File: src/rtl/irqc_pkg.sv
package irqc_pkg;
    localparam int unsigned N_LVL = 8;
    localparam int unsigned LVL_W = $clog2(N_LVL);

    typedef logic [LVL_W-1:0] lvl_t;
    typedef logic [N_LVL-1:0] vec_t;

    typedef enum logic [2:0] {
        OP_ROT_OFF    = 3'b000,
        OP_NS_EOI     = 3'b001,
        OP_NOP        = 3'b010,
        OP_SP_EOI     = 3'b011,
        OP_ROT_ON     = 3'b100,
        OP_ROT_NS     = 3'b101,
        OP_SP_ROT     = 3'b110,
        OP_SP_ROT_EOI = 3'b111
    } prio_op_e;

    typedef struct packed {
        logic rot_set;
        logic rot_clr;
        logic ns_eoi;
        logic sp_eoi;
        logic sp_rot;
        lvl_t lvl;
        logic status_wr;
        logic init;
        logic aeoi_val;
        logic mask_wr;
        vec_t mask_val;
    } cmd_t;

    // distance from the slot just above the lowest level; 0 is top priority
    function automatic lvl_t rank_of(lvl_t l, lvl_t low);
        return lvl_t'(l - low - lvl_t'(1));
    endfunction
endpackage

File: src/rtl/irqc_decode.sv
module irqc_decode
    import irqc_pkg::*;
(
    input  logic       wr_en,
    input  logic       wr_addr,
    input  logic [7:0] wr_data,
    output cmd_t       cmd
);
    prio_op_e op;
    assign op = prio_op_e'(wr_data[7:5]);

    always_comb begin
        cmd = '0;
        if (wr_en) begin
            if (wr_addr) begin
                cmd.mask_wr  = 1'b1;
                cmd.mask_val = vec_t'(wr_data);
            end else if (wr_data[4]) begin
                cmd.init     = 1'b1;
                cmd.aeoi_val = wr_data[0];
            end else if (wr_data[3]) begin
                cmd.status_wr = 1'b1;
            end else begin
                // level field only meaningful when the specific flag is set
                if (wr_data[6]) cmd.lvl = lvl_t'(wr_data[2:0]);
                unique case (op)
                    OP_ROT_OFF:    cmd.rot_clr = 1'b1;
                    OP_NS_EOI:     cmd.ns_eoi  = 1'b1;
                    OP_NOP:        ;
                    OP_SP_EOI:     cmd.sp_eoi  = 1'b1;
                    OP_ROT_ON:     cmd.rot_set = 1'b1;
                    OP_ROT_NS: begin
                        cmd.rot_set = 1'b1;
                        cmd.ns_eoi  = 1'b1;
                    end
                    OP_SP_ROT:     cmd.sp_rot  = 1'b1;
                    OP_SP_ROT_EOI: begin
                        cmd.sp_rot = 1'b1;
                        cmd.sp_eoi = 1'b1;
                    end
                    default: ;
                endcase
            end
        end
    end
endmodule

File: src/rtl/irqc_resolve.sv
module irqc_resolve
    import irqc_pkg::*;
(
    input  vec_t bits,
    input  lvl_t low,
    output logic hit,
    output lvl_t lvl
);
    // walk from the lowest-priority slot toward the top so the last match wins
    always_comb begin
        hit = 1'b0;
        lvl = '0;
        for (int k = N_LVL - 1; k >= 0; k--) begin
            lvl_t idx;
            idx = lvl_t'(low + lvl_t'(k) + lvl_t'(1));
            if (bits[idx]) begin
                hit = 1'b1;
                lvl = idx;
            end
        end
    end
endmodule

File: src/rtl/irqc_core.sv
module irqc_core
    import irqc_pkg::*;
(
    input  logic       clk,
    input  logic       rst,
    input  logic [7:0] irq_lines,
    input  logic       wr_en,
    input  logic       wr_addr,
    input  logic [7:0] wr_data,
    input  logic       ack,
    output logic       irq,
    output logic [2:0] irq_level
);
    vec_t irr_q, isr_q, mask_q;
    lvl_t low_q;
    logic rot_q, aeoi_q;

    vec_t irr_d, isr_d, mask_d;
    lvl_t low_d;
    logic rot_d, aeoi_d;

    cmd_t cmd;
    vec_t pend;
    logic p_hit, s_hit, take;
    lvl_t p_lvl, s_lvl;

    irqc_decode u_dec (
        .wr_en  (wr_en),
        .wr_addr(wr_addr),
        .wr_data(wr_data),
        .cmd    (cmd)
    );

    assign pend = irr_q & ~mask_q;

    irqc_resolve u_pend (.bits(pend),  .low(low_q), .hit(p_hit), .lvl(p_lvl));
    irqc_resolve u_svc  (.bits(isr_q), .low(low_q), .hit(s_hit), .lvl(s_lvl));

    assign irq       = p_hit && (!s_hit || (rank_of(p_lvl, low_q) < rank_of(s_lvl, low_q)));
    assign irq_level = p_lvl;
    assign take      = ack && irq;

    always_comb begin
        irr_d  = irr_q | vec_t'(irq_lines);
        isr_d  = isr_q;
        mask_d = mask_q;
        low_d  = low_q;
        rot_d  = rot_q;
        aeoi_d = aeoi_q;

        if (take) begin
            irr_d = (irr_q & ~(vec_t'(1) << p_lvl)) | vec_t'(irq_lines);
            if (!aeoi_q)    isr_d[p_lvl] = 1'b1;
            else if (rot_q) low_d = p_lvl;
        end

        if (cmd.rot_clr) rot_d = 1'b0;
        if (cmd.rot_set) rot_d = 1'b1;
        if (cmd.ns_eoi && s_hit) begin
            isr_d[s_lvl] = 1'b0;
            if (rot_d) low_d = s_lvl;
        end
        if (cmd.sp_eoi) isr_d[cmd.lvl] = 1'b0;
        if (cmd.sp_rot) low_d = cmd.lvl;
        if (cmd.mask_wr) mask_d = cmd.mask_val;

        if (cmd.init) begin
            irr_d  = '0;
            isr_d  = '0;
            mask_d = '0;
            low_d  = lvl_t'(N_LVL - 1);
            rot_d  = 1'b0;
            aeoi_d = cmd.aeoi_val;
        end
    end

    always_ff @(posedge clk) begin
        if (rst) begin
            irr_q  <= '0;
            isr_q  <= '0;
            mask_q <= '0;
            low_q  <= lvl_t'(N_LVL - 1);
            rot_q  <= 1'b0;
            aeoi_q <= 1'b0;
        end else begin
            irr_q  <= irr_d;
            isr_q  <= isr_d;
            mask_q <= mask_d;
            low_q  <= low_d;
            rot_q  <= rot_d;
            aeoi_q <= aeoi_d;
        end
    end


    irq_pend_chk: assert property (@(posedge clk) disable iff (rst)
        irq |-> pend[irq_level]);


    ack_svc_chk: assert property (@(posedge clk) disable iff (rst)
        (take && !aeoi_q && !wr_en) |=> isr_q[$past(irq_level)]);


    sp_eoi_chk: assert property (@(posedge clk) disable iff (rst)
        (cmd.sp_eoi && !take) |=> !isr_q[$past(cmd.lvl)]);


    sp_rot_chk: assert property (@(posedge clk) disable iff (rst)
        cmd.sp_rot |=> (low_q == $past(cmd.lvl)));


    aeoi_chk: assert property (@(posedge clk) disable iff (rst)
        (take && aeoi_q && !wr_en) |=> !isr_q[$past(irq_level)]);


    status_chk: assert property (@(posedge clk) disable iff (rst)
        (cmd.status_wr && !take) |=> ($stable(isr_q) && $stable(low_q) && $stable(rot_q)));


    init_chk: assert property (@(posedge clk) disable iff (rst)
        cmd.init |=> (isr_q == '0 && irr_q == '0 && !irq));
endmodule

File: config.mk
export PLATFORM = sky130hd
export DESIGN_NAME = irqc_core
export DESIGN_NICKNAME = d
export VERILOG_FILES = /design/src/rtl/irqc_pkg.sv /design/src/rtl/irqc_decode.sv /design/src/rtl/irqc_resolve.sv /design/src/rtl/irqc_core.sv
export SDC_FILE = /design/constraint.sdc
export NUM_CORES = 1
export LEC_CHECK = 0
export BUFFER_PORTS_ARGS = -buffer_cell sky130_fd_sc_hd__buf_2
export CAP_MARGIN = 20
export CORE_ASPECT_RATIO = 1.1
export CORE_UTILIZATION = 45
export DETAILED_ROUTE_END_ITERATION = 16
export GPL_ROUTABILITY_DRIVEN = 0
export PLACE_DENSITY_LB_ADDON = 0.08
export SYNTH_ARGS = -nofsm -noshare
export SYNTH_HDL_FRONTEND = slang
export SYNTH_SLANG_ARGS = --single-unit
export TNS_END_PERCENT = 10
File: constraint.sdc
create_clock -name clk -period 9.2 [get_ports clk]
set_input_delay 0.92 -clock clk [delete_from_list [all_inputs] [get_ports clk]]
set_output_delay 0.92 -clock clk [all_outputs]
set_load 0.05 [all_outputs]
* Yosys cells after proc, flatten, opt, wreduce, memory -nomap -nowiden *
Cells that the tools add are included.

cells by class
  $add $sub $neg = 18
  magnitude comparators = 15
  equality and inequality tests = 6
  shifts and indexed selects = 1
  multiplexer cells = 96
  bitwise operators = 11
  reductions and logical operators = 14

operators by type and width
  cell                 number
  $mux 3               23
  $bmux 1 s3           16
  $mux 8               6
  $lt 3x4->1 const B   11
  $mux 1               43
  $and 8x8->8          4
  $not 8->8            4
  $add 3x1->3 const B  8
  $or 8x8->8           3
  $mux 20              1
  $mux 9               2
  $add 3x3->3 const B  4
  $eq 3x3->1 const B   4
  $mux 11              1
  $reduce_or 2->1      5
  $demux 1 s3          3
  $ge 3x1->1 const B   3
  $shl 1x3->8 const A  1
  $add 3x2->3 const B  2
  $logic_and 1x1->1    6
  $sub 3x1->3 const B  2
  $sub 3x3->3          2
  $eq 3x1->1 const B   1
  $eq 3x2->1 const B   1
  5 further kinds      5

word-level totals
  register bits = 29
  input port bits = 21
  word-level logic and storage cells = 167

* Logic depth before layout (Yosys ltp) *
Gate-level depths: netlist of the first run.

  word-level depth = 23
  gate-level depth with buffers = 23

* Modules after synthesis *
A second synthesis of the first run with hierarchy kept.

second synthesis, totals
  cell total of the unflattened synthesis = 419
  area total of the unflattened synthesis = 3728.6 sq um

modules (own cells, without submodules)
  module        times used  cells an instance  area each (sq um)
  irqc_resolve  2           104                944.7
  irqc_core     1           187                1675.4
  irqc_decode   1           24                 163.9

* Least setup slack after synthesis of the first run *
Ideal clock, no wire load.

  path type = register -> output
  start point = register low_q[1]
  end point = output irq
  arrival time = 5.242 ns
  data required time = 8.280 ns
  slack = 3.038 ns
  stages on the path, launching flop included = 19
  path through = dfxtp_1 > buf_2 > clkinv_1 > ha_1 > buf_2 > xnor2_1 > mux4_2 > o21ai_0 > a211oi_1 > o31ai_1 > nand2_1 > inv_1 > ha_1 > fa_1 > ha_1 > a21o_1 > a21oi_1 > a21oi_2 > nor2_1

between the ends
  longest elaborated chain between the ends = 17

ends and longest elaborated chain
  what                          line                source
  start: declaration            irqc_core.sv:15     lvl_t low_q;
  start signal: assignment      irqc_core.sv:82     low_q <= lvl_t'(N_LVL - 1);
  start signal: assignment      irqc_core.sv:89     low_q <= low_d;
  $add 3x3->3                   irqc_resolve.sv:15  idx = lvl_t'(low + lvl_t'(k) + lvl_t'(1));
  $add 3x1->3                   irqc_resolve.sv:15
  $bmux 1 s3                    irqc_resolve.sv:16  if (bits[idx]) begin
  $mux 1 (not written as such)  irqc_resolve.sv:16
  $mux 3 (7 in a row)           irqc_resolve.sv:16
  $mux 3 (*)                    irqc_resolve.sv:16
  net irq_level[0]              irqc_core.sv:12     output logic [2:0] irq_level
  $sub 3x3->3 (*)               irqc_pkg.sv:35      return lvl_t'(l - low - lvl_t'(1));
  $sub 3x1->3 (*)               irqc_pkg.sv:35
  $lt 3x3->1 (*)                irqc_core.sv:39     assign irq = p_hit && (!s_hit || (rank_of(p_lvl, low_q) < rank_of(s_lvl, low_q)));
  $logic_or 1x1->1 (*)          irqc_core.sv:39
  $logic_and 1x1->1 (*)         irqc_core.sv:39
  end: declaration              irqc_core.sv:11     output logic irq,

The timed path passes the listed nets; every way through them passes the cells marked *. The select of a mux whose other input is x is not followed.

* Worst setup path in the final report of the first run *
  start point = register low_q[1]
  end point = output irq

between the ends
  longest elaborated chain between the ends = 17

ends and longest elaborated chain
  what                          line
  $add 3x3->3                   irqc_resolve.sv:15
  $add 3x1->3                   irqc_resolve.sv:15
  $bmux 1 s3                    irqc_resolve.sv:16
  $mux 1 (not written as such)  irqc_resolve.sv:16
  $mux 3 (8 in a row)           irqc_resolve.sv:16
  $sub 3x3->3                   irqc_pkg.sv:35
  $sub 3x1->3                   irqc_pkg.sv:35
  $lt 3x3->1                    irqc_core.sv:39
  $logic_or 1x1->1              irqc_core.sv:39
  $logic_and 1x1->1 (*)         irqc_core.sv:39

Every way passes the cells marked *; elsewhere a longest branch is shown, timed or not. The select of a mux whose other input is x is not followed.

==> results_dict.tcl, run 1 <==
set metrics [dict create \
    finalWorstSetupSlack_ns 2.52 \
    yosysWarnings 0 \
    seq_area_frac_synth 0.167 \
    path_buf_inv 4 \
    drive_gt1_frac 0.225 \
    post-route-cell-area_mm2 0.00373 \
    end_kind "primary output" \
    rows 33 \
    ir_drop_uv 124 \
    dieArea_mm2 0.00806 \
    synth_cell_types 72 \
    cts_sinks 29 \
    setup_viol_count_final 0 \
    synthesis.area_mm2 0.00347 \
    cp.arrival_ns 5.76 \
    grt_use_total 0.260 \
    cts-buffers-inserted 5 \
    period_needed_ns 6.68 \
    ys_seq_elements 29 \
    rsz0062_at_grt "false" \
    antenna_found_initial 0 \
    fp.dieW_um 85.7 \
    cts-root-buf "clkbuf_8" \
    worst_pin_slew_ns 0.817 \
    postCtsSetupBuffers 0 \
    grt_pass1_wl_mm 16.1 \
    finalMaxSlewViolations 0 \
    fin_cells 518 \
    drcViolationCount 0 \
    synthFlopType "dfxtp_1" \
    layout_commonest_cell "nand2_1" \
    cellPowerDensity_mw_per_mm2 147 \
    power.leakage_nw 1.44 \
    cp.required_ns 8.28 \
    die_h_um 94.1 \
    overflow 0 \
    use_met1 0.354 \
    period_share 0.727 \
    cts_hold_buf 0 \
    cpPeakStageDelay_ns 0.99 \
    dpl.cell_count 510 \
    final_core_util 0.499 \
    clk_transition_reported_paths_ns 0.06 \
    crit_chain "clkinv_1, ha_1, inv_2, mux4_2, mux2i_1, a211oi_1, o31ai_1, nand2_1, inv_1, ha_1, fa_1, ha_1, a21o_1, a21oi_1, a21oi_2, nor2_1, buf_2" \
    vias 3206 \
    synthArstFlopShare 0 \
    drt-pass1-iter-count 5 \
    htreeDepth 2 \
    synth_nets 429 \
    crit_family "adder cells" \
    routedWlPerCell_um 19.1 \
    cts_tree "yes" \
    cp_common_cell "ha_1" \
    vias_per_cell 6.19 \
    fin_skew_ns 0.00685 \
    drt_wl_total_mm 9.88 \
    final_cell_mix "nand2_1 (36), a21oi_1 (29), mux4_2 (28), dfxtp_1 (28), buf_2 (24)" \
    hpwl_mm 7.81 \
    io_pins 25 \
    nets 442 \
    grt_use_met3 0.0255 \
    fmax_mhz 150 \
    grt_pass1_vias 3065 \
    outcome "completed" \
    clock_latency_ns 0.28 \
    met2_usage 0.431 \
    synth_edf_count 0 \
    core_area_mm2 0.00747 \
    nFillCells 739 \
    syn_to_final_growth_pct 7.58 \
    ctsLongestPathBuffers 2 \
    finalSetupTns_ns 0 \
    cap_viol_max_count 0 \
    min_path_type "flip-flop to flip-flop" \
    drt_iter0_markers 298 \
    portBuffers 24 \
    grt_max_degree 41 \
    drt.antenna.violating_nets 0 \
    hold_viol 0 \
    diodes 0 \
    dpl_cell_area_mm2 0.00363 \
    post_cts_resized 0 \
    cp_slowest_cell "ha_1" \
    cp_max_fo 19 \
    slew_headroom 0.455 \
    syn_avg_cell_area_um2 8.69 \
    crit_type "flip-flop to primary output" \
    top_usage_layer "met2" \
    initial_core_util 0.464 \
    cp-start-kind "flip-flop" \
    dp_slack_ns 2.81 \
    syn_inst 399 \
]
[kinds of logic after synthesis]
kind of cell,count (synthesis),synth area share
AOI/OAI and AO/OA,120,0.238
xor gates and xnor gates,9,0.0296
adders and majority gates,9,0.0368
buffers and inverters,42,0.0566
DFF,29,0.167
muxes,54,0.262
and+or+nand+nor,136,0.209
[area by class of cell]
type	instances	area, µm²	area share
Clock buffer	7	96.3	0.0258
Clock inverter	1	5.00	0.00134
Inverter	20	75.1	0.0201
Multi-Input combinational cell	328	2690	0.721
Sequential cell	29	582	0.156
Tap cell	105	131	0.0352
Timing Repair Buffer	28	150	0.0402
[per-stage QoR]
step           total power [mW]  hold slack (ns)
2_1_floorplan             0.360            0.431
3_3_place_gp              0.427            0.447
3_5_place_dp              0.430            0.453
4_1_cts                   0.548            0.462
5_1_grt                   0.585            0.477
6_report                  0.548            0.457
[final timing paths]
check	from	end	slack (ns)	cells after the start
max	low_q[1]	irq	2.52	17
min	mask_q[4]	mask_q[4]	0.46	2
max reg2reg	low_q[1]	low_q[2]	2.95	18
min reg2reg	mask_q[4]	mask_q[4]	0.46	2
[report_power, final]
| group | switching [mW] | leakage, nW | internal, mW | total [mW] |
|---|---|---|---|---|
| registers | 0.0123 | 0.237 | 0.135 | 0.147 |
| logic | 0.175 | 1.14 | 0.108 | 0.283 |
| clock network | 0.0499 | 0.0542 | 0.0675 | 0.117 |
[worst min-delay path, cell delays in order, from the launching register on]
cell	delay, ns
dfxtp_1	0.31
nand2_1	0.05
a21oi_1	0.05
[registers in the layout (all words and copies together), names as in the netlist]
signal / cells
irr_q: 8
isr_q: 8
mask_q: 8
low_q: 3
aeoi_q: 1
rot_q: 1
[metal layers]
layer	share of wire	routed length [µm]
met1	0.44	4300
met2	0.49	4830
met3	0.050	496
met4	0.026	257
met5	0	0
[cells in the mapped netlist, types with 4 or more instances]
master / instances / area (µm²)
a21oi_2: 5 / 43.8
dfxtp_1: 29 / 581
clkbuf_1: 9 / 33.8
mux2_2: 5 / 56.3
ha_1: 7 / 87.6
nand2_1: 36 / 135
mux4_2: 28 / 631
o21ai_1: 4 / 20.0
o21a_1: 11 / 82.6
buf_2: 7 / 35.0
nor2_1: 19 / 71.3
a211oi_1: 7 / 52.6
nor2b_1: 10 / 62.6
a21oi_1: 29 / 145
o21ai_0: 22 / 110
nand2b_1: 14 / 87.6
nor3b_1: 7 / 52.6
mux2i_1: 18 / 180
nand3b_1: 5 / 37.5
xnor2_1: 4 / 35.0
inv_1: 17 / 63.8
nand3_1: 16 / 80.1
nor3_1: 10 / 50.1
No activity file was read; power rests on OpenSTA's default activity.
==> inputs of run 2 (changes only) <==
- ABC_AREA: not set -> 1
- clock period: 9.2 -> 5.92 ns (I/O delays scaled with it)
==> results_dict.tcl, run 2 <==
set metrics [dict create \
    fin_cells 621 \
    initial_core_util 0.467 \
    cellPowerDensity_mw_per_mm2 225 \
    rows 31 \
    yosys.area_share.simple 0.500 \
    power_frac_clock 0.210 \
    htreeDepth 2 \
    p_int_uw 399 \
    drt_wl_total_mm 9.02 \
    synth_xor_area_frac 0.0195 \
    p_sw_frac 0.466 \
    layout_commonest_cell "nand2_1" \
    dpl.cell_count 613 \
    synthFlopType "dfxtp_1" \
    synthesis.area_mm2 0.00308 \
    drcViolationCount 0 \
    core_area_mm2 0.00659 \
    vias_per_cell 5.44 \
    synth.most_common_cell "nand2_1" \
    cts-buffers-inserted 5 \
    period_needed_ns 5.15 \
    cts-root-buf "clkbuf_8" \
    fin_skew_ns 0.00423 \
    p_comb_frac 0.496 \
    synth_top_family_by_area "simple AND/OR/NAND/NOR gates" \
    cp.arrival_ns 4.55 \
    ctsLongestPathBuffers 2 \
    fmax_mhz 194 \
    cts_hold_buf 0 \
    slew_headroom 0.562 \
    syn_avg_cell_area_um2 5.98 \
    synth_edf_count 0 \
    postCtsSetupBuffers 0 \
    post_cts_resized 0 \
    grt_pass1_wl_mm 15.2 \
    period_share 0.869 \
    clock_latency_ns 0.28 \
    finalMaxSlewViolations 0 \
    fp.dieW_um 80.9 \
    power.leakage_nw 1.59 \
    antenna_found_initial 0 \
    synthTopCellsByArea "dfxtp_1 (19%), nand2_1 (19%), nand3_1 (12%)" \
    finalSetupTns_ns 0 \
    cts_tree "yes" \
    final_cell_mix "nand2_1 (154), nand3_1 (75), inv_1 (56), a21oi_1 (44), nor2_1 (33)" \
    diodes 0 \
    cts_sinks 29 \
    syn_to_final_growth_pct 7.72 \
    syn_inst 515 \
    yosysWarnings 0 \
    clk_transition_reported_paths_ns 0.06 \
    synth_nets 545 \
    nets 568 \
    io_pins 25 \
    grt_pass1_vias 3186 \
    worst_pin_slew_ns 0.641 \
    cp-start-kind "flip-flop" \
    min_path_type "flip-flop to flip-flop" \
    routedWlPerCell_um 14.5 \
    die_h_um 88.7 \
    synth.top_cell.area_share 0.189 \
    outcome "completed" \
    final_core_util 0.503 \
    dieArea_mm2 0.00718 \
    whs_ns 0.465 \
    synthArstFlopShare 0 \
    ys_seq_elements 29 \
    hold_viol 0 \
    grt_max_degree 29 \
    drt-pass1-iter-count 5 \
    cp.required_ns 5.33 \
    vias 3380 \
    synth_area_leader_cell "dfxtp_1" \
    crit_type "flip-flop to primary output" \
    synth_cell_types 43 \
    seq_power_share 0.294 \
    grt_use_total 0.277 \
    synth_adder_area_share 0.0415 \
    overflow 0 \
    drt_iter0_markers 241 \
    seq_area_frac_synth 0.189 \
    drt.antenna.violating_nets 0 \
    synth_common_cells "nand2_1 (154), nand3_1 (75), inv_1 (56)" \
    synth_compound_area_frac 0.135 \
    netSwitchingPower_uw 348 \
    setup_viol_count_final 0 \
    ir_drop_uv 172 \
    hpwl_mm 7.22 \
    portBuffers 24 \
    synth.area.mux_share 0 \
    cap_viol_max_count 0 \
    rsz0062_at_grt "false" \
    reg_top3 "irr_q (8), isr_q (8), mask_q (8)" \
    cp_max_fo 25 \
    end_kind "primary output" \
    drive_gt1_frac 0.173 \
]
-- run 2: through the flow --
| step | setup WS, ns | instance area [µm²] | total power [mW] |
|---|---|---|---|
| 2_1_floorplan | 1.33 | 3080 | 0.510 |
| 3_3_place_gp | 1.14 | 3230 | 0.591 |
| 3_5_place_dp | 1.09 | 3230 | 0.591 |
| 4_1_cts | 0.782 | 3320 | 0.748 |
| 5_1_grt | 0.420 | 3320 | 0.805 |
| 6_report | 0.773 | 3320 | 0.746 |
-- run 2: cell type report --
cell class | count | area, µm²
well taps | 82 | 103
clock buffers | 6 | 72.6
inverters | 65 | 249
flip-flops and latches | 29 | 581
multi-input cells | 408 | 2140
fillers | 721 | 3280
repair buffers | 29 | 158
clock inverters | 2 | 10.0
-- run 2: cell families after synthesis --
logic type	count (synthesis)
compound gates	72
xor+xnor	6
fa+ha+maj	9
buf+inv	78
flops	29
simple gates	321
-- run 2: worst max-delay path: stages (launching register included) --
cell     delay [ns]
dfxtp_1        0.40
inv_6          0.13
ha_1           0.44
inv_2          0.28
nand3_2        0.13
nand3_1        0.12
nand2_1        0.16
a21oi_1        0.15
nand3_1        0.10
nand2_1        0.08
nand2_1        0.05
nand2_1        0.07
nand2_2        0.09
nand2_2        0.24
inv_1          0.14
fa_1           0.42
xor2_1         0.16
xor2_1         0.17
ha_1           0.29
a21oi_1        0.12
nand2_1        0.07
nand2_2        0.10
nand2_1        0.05
inv_1          0.05
buf_2          0.25
-- run 2: routing by layer --
| layer | up-vias | global-route usage | part of all wire |
|---|---|---|---|
| li1 | 1733 | - | - |
| met2 | 120 | 0.460 | 0.47 |
| met5 | - | 0 | 0 |
| met4 | 0 | 0.125 | 0.038 |
| met1 | 1500 | 0.359 | 0.45 |
| met3 | 27 | 0.0309 | 0.044 |
-- run 2: power by group through the flow --
stage | Sequential (mW) | Clock [mW] | Combinational [mW]
floorplan | 0.220 | 0 | 0.290
global placement | 0.223 | 0 | 0.368
detailed placement | 0.223 | 0 | 0.368
CTS | 0.219 | 0.159 | 0.369
global route | 0.221 | 0.166 | 0.417
finish | 0.219 | 0.157 | 0.370
-- run 2: worst paths after layout --
| kind | startpoint | cells past startpoint | endpoint | slack (ns) |
|---|---|---|---|---|
| setup / recovery | low_q[0] | 24 | irq | 0.77 |
| hold / removal | mask_q[3] | 2 | mask_q[3] | 0.47 |
| setup reg to reg | low_q[0] | 26 | irr_q[5] | 1.16 |
| hold reg to reg | mask_q[3] | 2 | mask_q[3] | 0.47 |
==> inputs of run 3 (changes only) <==
- CORE_UTILIZATION: 45 -> 40
- CTS_CLUSTER_DIAMETER: not set -> 50
- PLACE_DENSITY: not set -> 0.64
- PLACE_DENSITY_LB_ADDON: 0.08 -> not set
==> results_dict.tcl, run 3 (synthesis results as in run 2) <==
set metrics [dict create \
    path_buf_inv 7 \
    cp.required_ns 5.33 \
    clk_transition_reported_paths_ns 0.06 \
    portBuffers 24 \
    postCtsSetupBuffers 0 \
    clock_latency_ns 0.28 \
    cts_hold_buf 0 \
    layout_commonest_cell "nand2_1" \
    cp_slowest_cell "ha_1" \
    drt_iter0_markers 250 \
    finalMaxSlewViolations 0 \
    post-route-cell-area_mm2 0.00336 \
    finalWorstSetupSlack_ns 0.663 \
    cellPowerDensity_mw_per_mm2 233 \
    drt.antenna.violating_nets 0 \
    htreeDepth 2 \
    cts_sinks 29 \
    cp_max_fo 25 \
    cts-buffers-inserted 5 \
    diodes 0 \
    dpl_cell_area_mm2 0.00325 \
    grt_max_degree 29 \
    period_needed_ns 5.26 \
    vias_per_cell 5.35 \
    power.leakage_nw 1.59 \
    hp-start "mask_q[3]" \
    crit_family "adder cells" \
    nets 567 \
    fin_cells 642 \
    cp-start-kind "flip-flop" \
    fin_skew_ns 0.00480 \
    cp.arrival_ns 4.66 \
    worst_pin_slew_ns 0.581 \
    io_pins 25 \
    ir_drop_uv 160 \
    reg_top3 "irr_q (8), isr_q (8), mask_q (8)" \
    die_h_um 94 \
    drive_gt1_frac 0.171 \
    min_path_type "flip-flop to flip-flop" \
    final_core_util 0.449 \
    core_area_mm2 0.00747 \
    ctsLongestPathBuffers 2 \
    crit_type "flip-flop to primary output" \
    grt_pass1_vias 3167 \
    rsz0062_at_grt "false" \
    final_cell_mix "nand2_1 (154), nand3_1 (75), inv_1 (56), a21oi_1 (44), nor2_1 (33)" \
    drcViolationCount 0 \
    outcome "completed" \
    cpPeakStageDelay_ns 0.62 \
    grt_pass1_wl_mm 14.2 \
    hold_viol 0 \
    fmax_mhz 190 \
    finalSetupTns_ns 0 \
    post_cts_resized 0 \
    drt_wl_total_mm 8.70 \
    power.total_uw 784 \
    rrSetupSlack_ns 1.03 \
    slew_headroom 0.603 \
    holdPathEnd "mask_q[3]" \
    routedWlPerCell_um 13.6 \
    dieArea_mm2 0.00805 \
    vias 3432 \
    rows 33 \
    cap_viol_max_count 0 \
    fp.dieW_um 85.6 \
    dpl.cell_count 635 \
    cp_common_cell "nand2_1" \
    worstReg2RegEnd "irr_q[5]" \
    overflow 0 \
    r2r_start "low_q[0]" \
    syn_to_final_growth_pct 9.11 \
    cts_tree "yes" \
    drt-pass1-iter-count 5 \
    end_kind "primary output" \
    period_share 0.888 \
    rr_worst_depth 27 \
    whs_ns 0.466 \
    hpwl_mm 7.05 \
    cts-root-buf "clkbuf_8" \
    grt_use_total 0.222 \
    setup_viol_count_final 0 \
    antenna_found_initial 0 \
    min_path_cells 2 \
    nFillCells 785 \
    initial_core_util 0.412 \
    dp_slack_ns 0.997 \
]
[run 3: cell count changes in the layout (fill, tap and decap cells not counted), sizes merged]
cell and change:
clkbuf -1, buf -1, bufinv +1, clkinv -1
[run 3: final cells by class]
cell class,count,area (µm²),share of cell area
flip-flops and latches,29,581,0.173
repair buffers,28,150,0.0447
well taps,105,131,0.0391
multi-input cells,408,2140,0.638
inverters,65,249,0.0741
clock inverters,2,35.0,0.0104
clock buffers,5,68.8,0.0205
[run 3: worst max path at each step]
stage                  start   to  slack, ns  cells after the start
floorplan           low_q[0]  irq       1.33                     25
global placement    low_q[0]  irq       1.06                     23
detailed placement  low_q[0]  irq        1.0                     25
CTS                 low_q[0]  irq       0.68                     25
global route        low_q[0]  irq       0.32                     25
finish              low_q[0]  irq       0.66                     25
[run 3: routing by layer]
metal  track usage  part of all wire
met5             0                 0
met1         0.270              0.45
met3        0.0299             0.044
met2         0.385              0.47
met4         0.110             0.034
[run 3: worst register-to-register path: cells and delay by family (launching register included)]
| kind | cells | cell delay [ns] |
|---|---|---|
| compound gates | 4 | 0.63 |
| xor+xnor | 2 | 0.33 |
| fa+ha+maj | 3 | 1.34 |
| buf+inv | 5 | 0.68 |
| flops | 1 | 0.40 |
| simple gates | 13 | 1.40 |
[run 3: report_power, final]
part           switching [mW]  internal [mW]  leakage, nW
logic                   0.261          0.109         1.30
registers              0.0104          0.208        0.238
clock network          0.0732          0.122       0.0540
total                   0.345          0.439         1.59
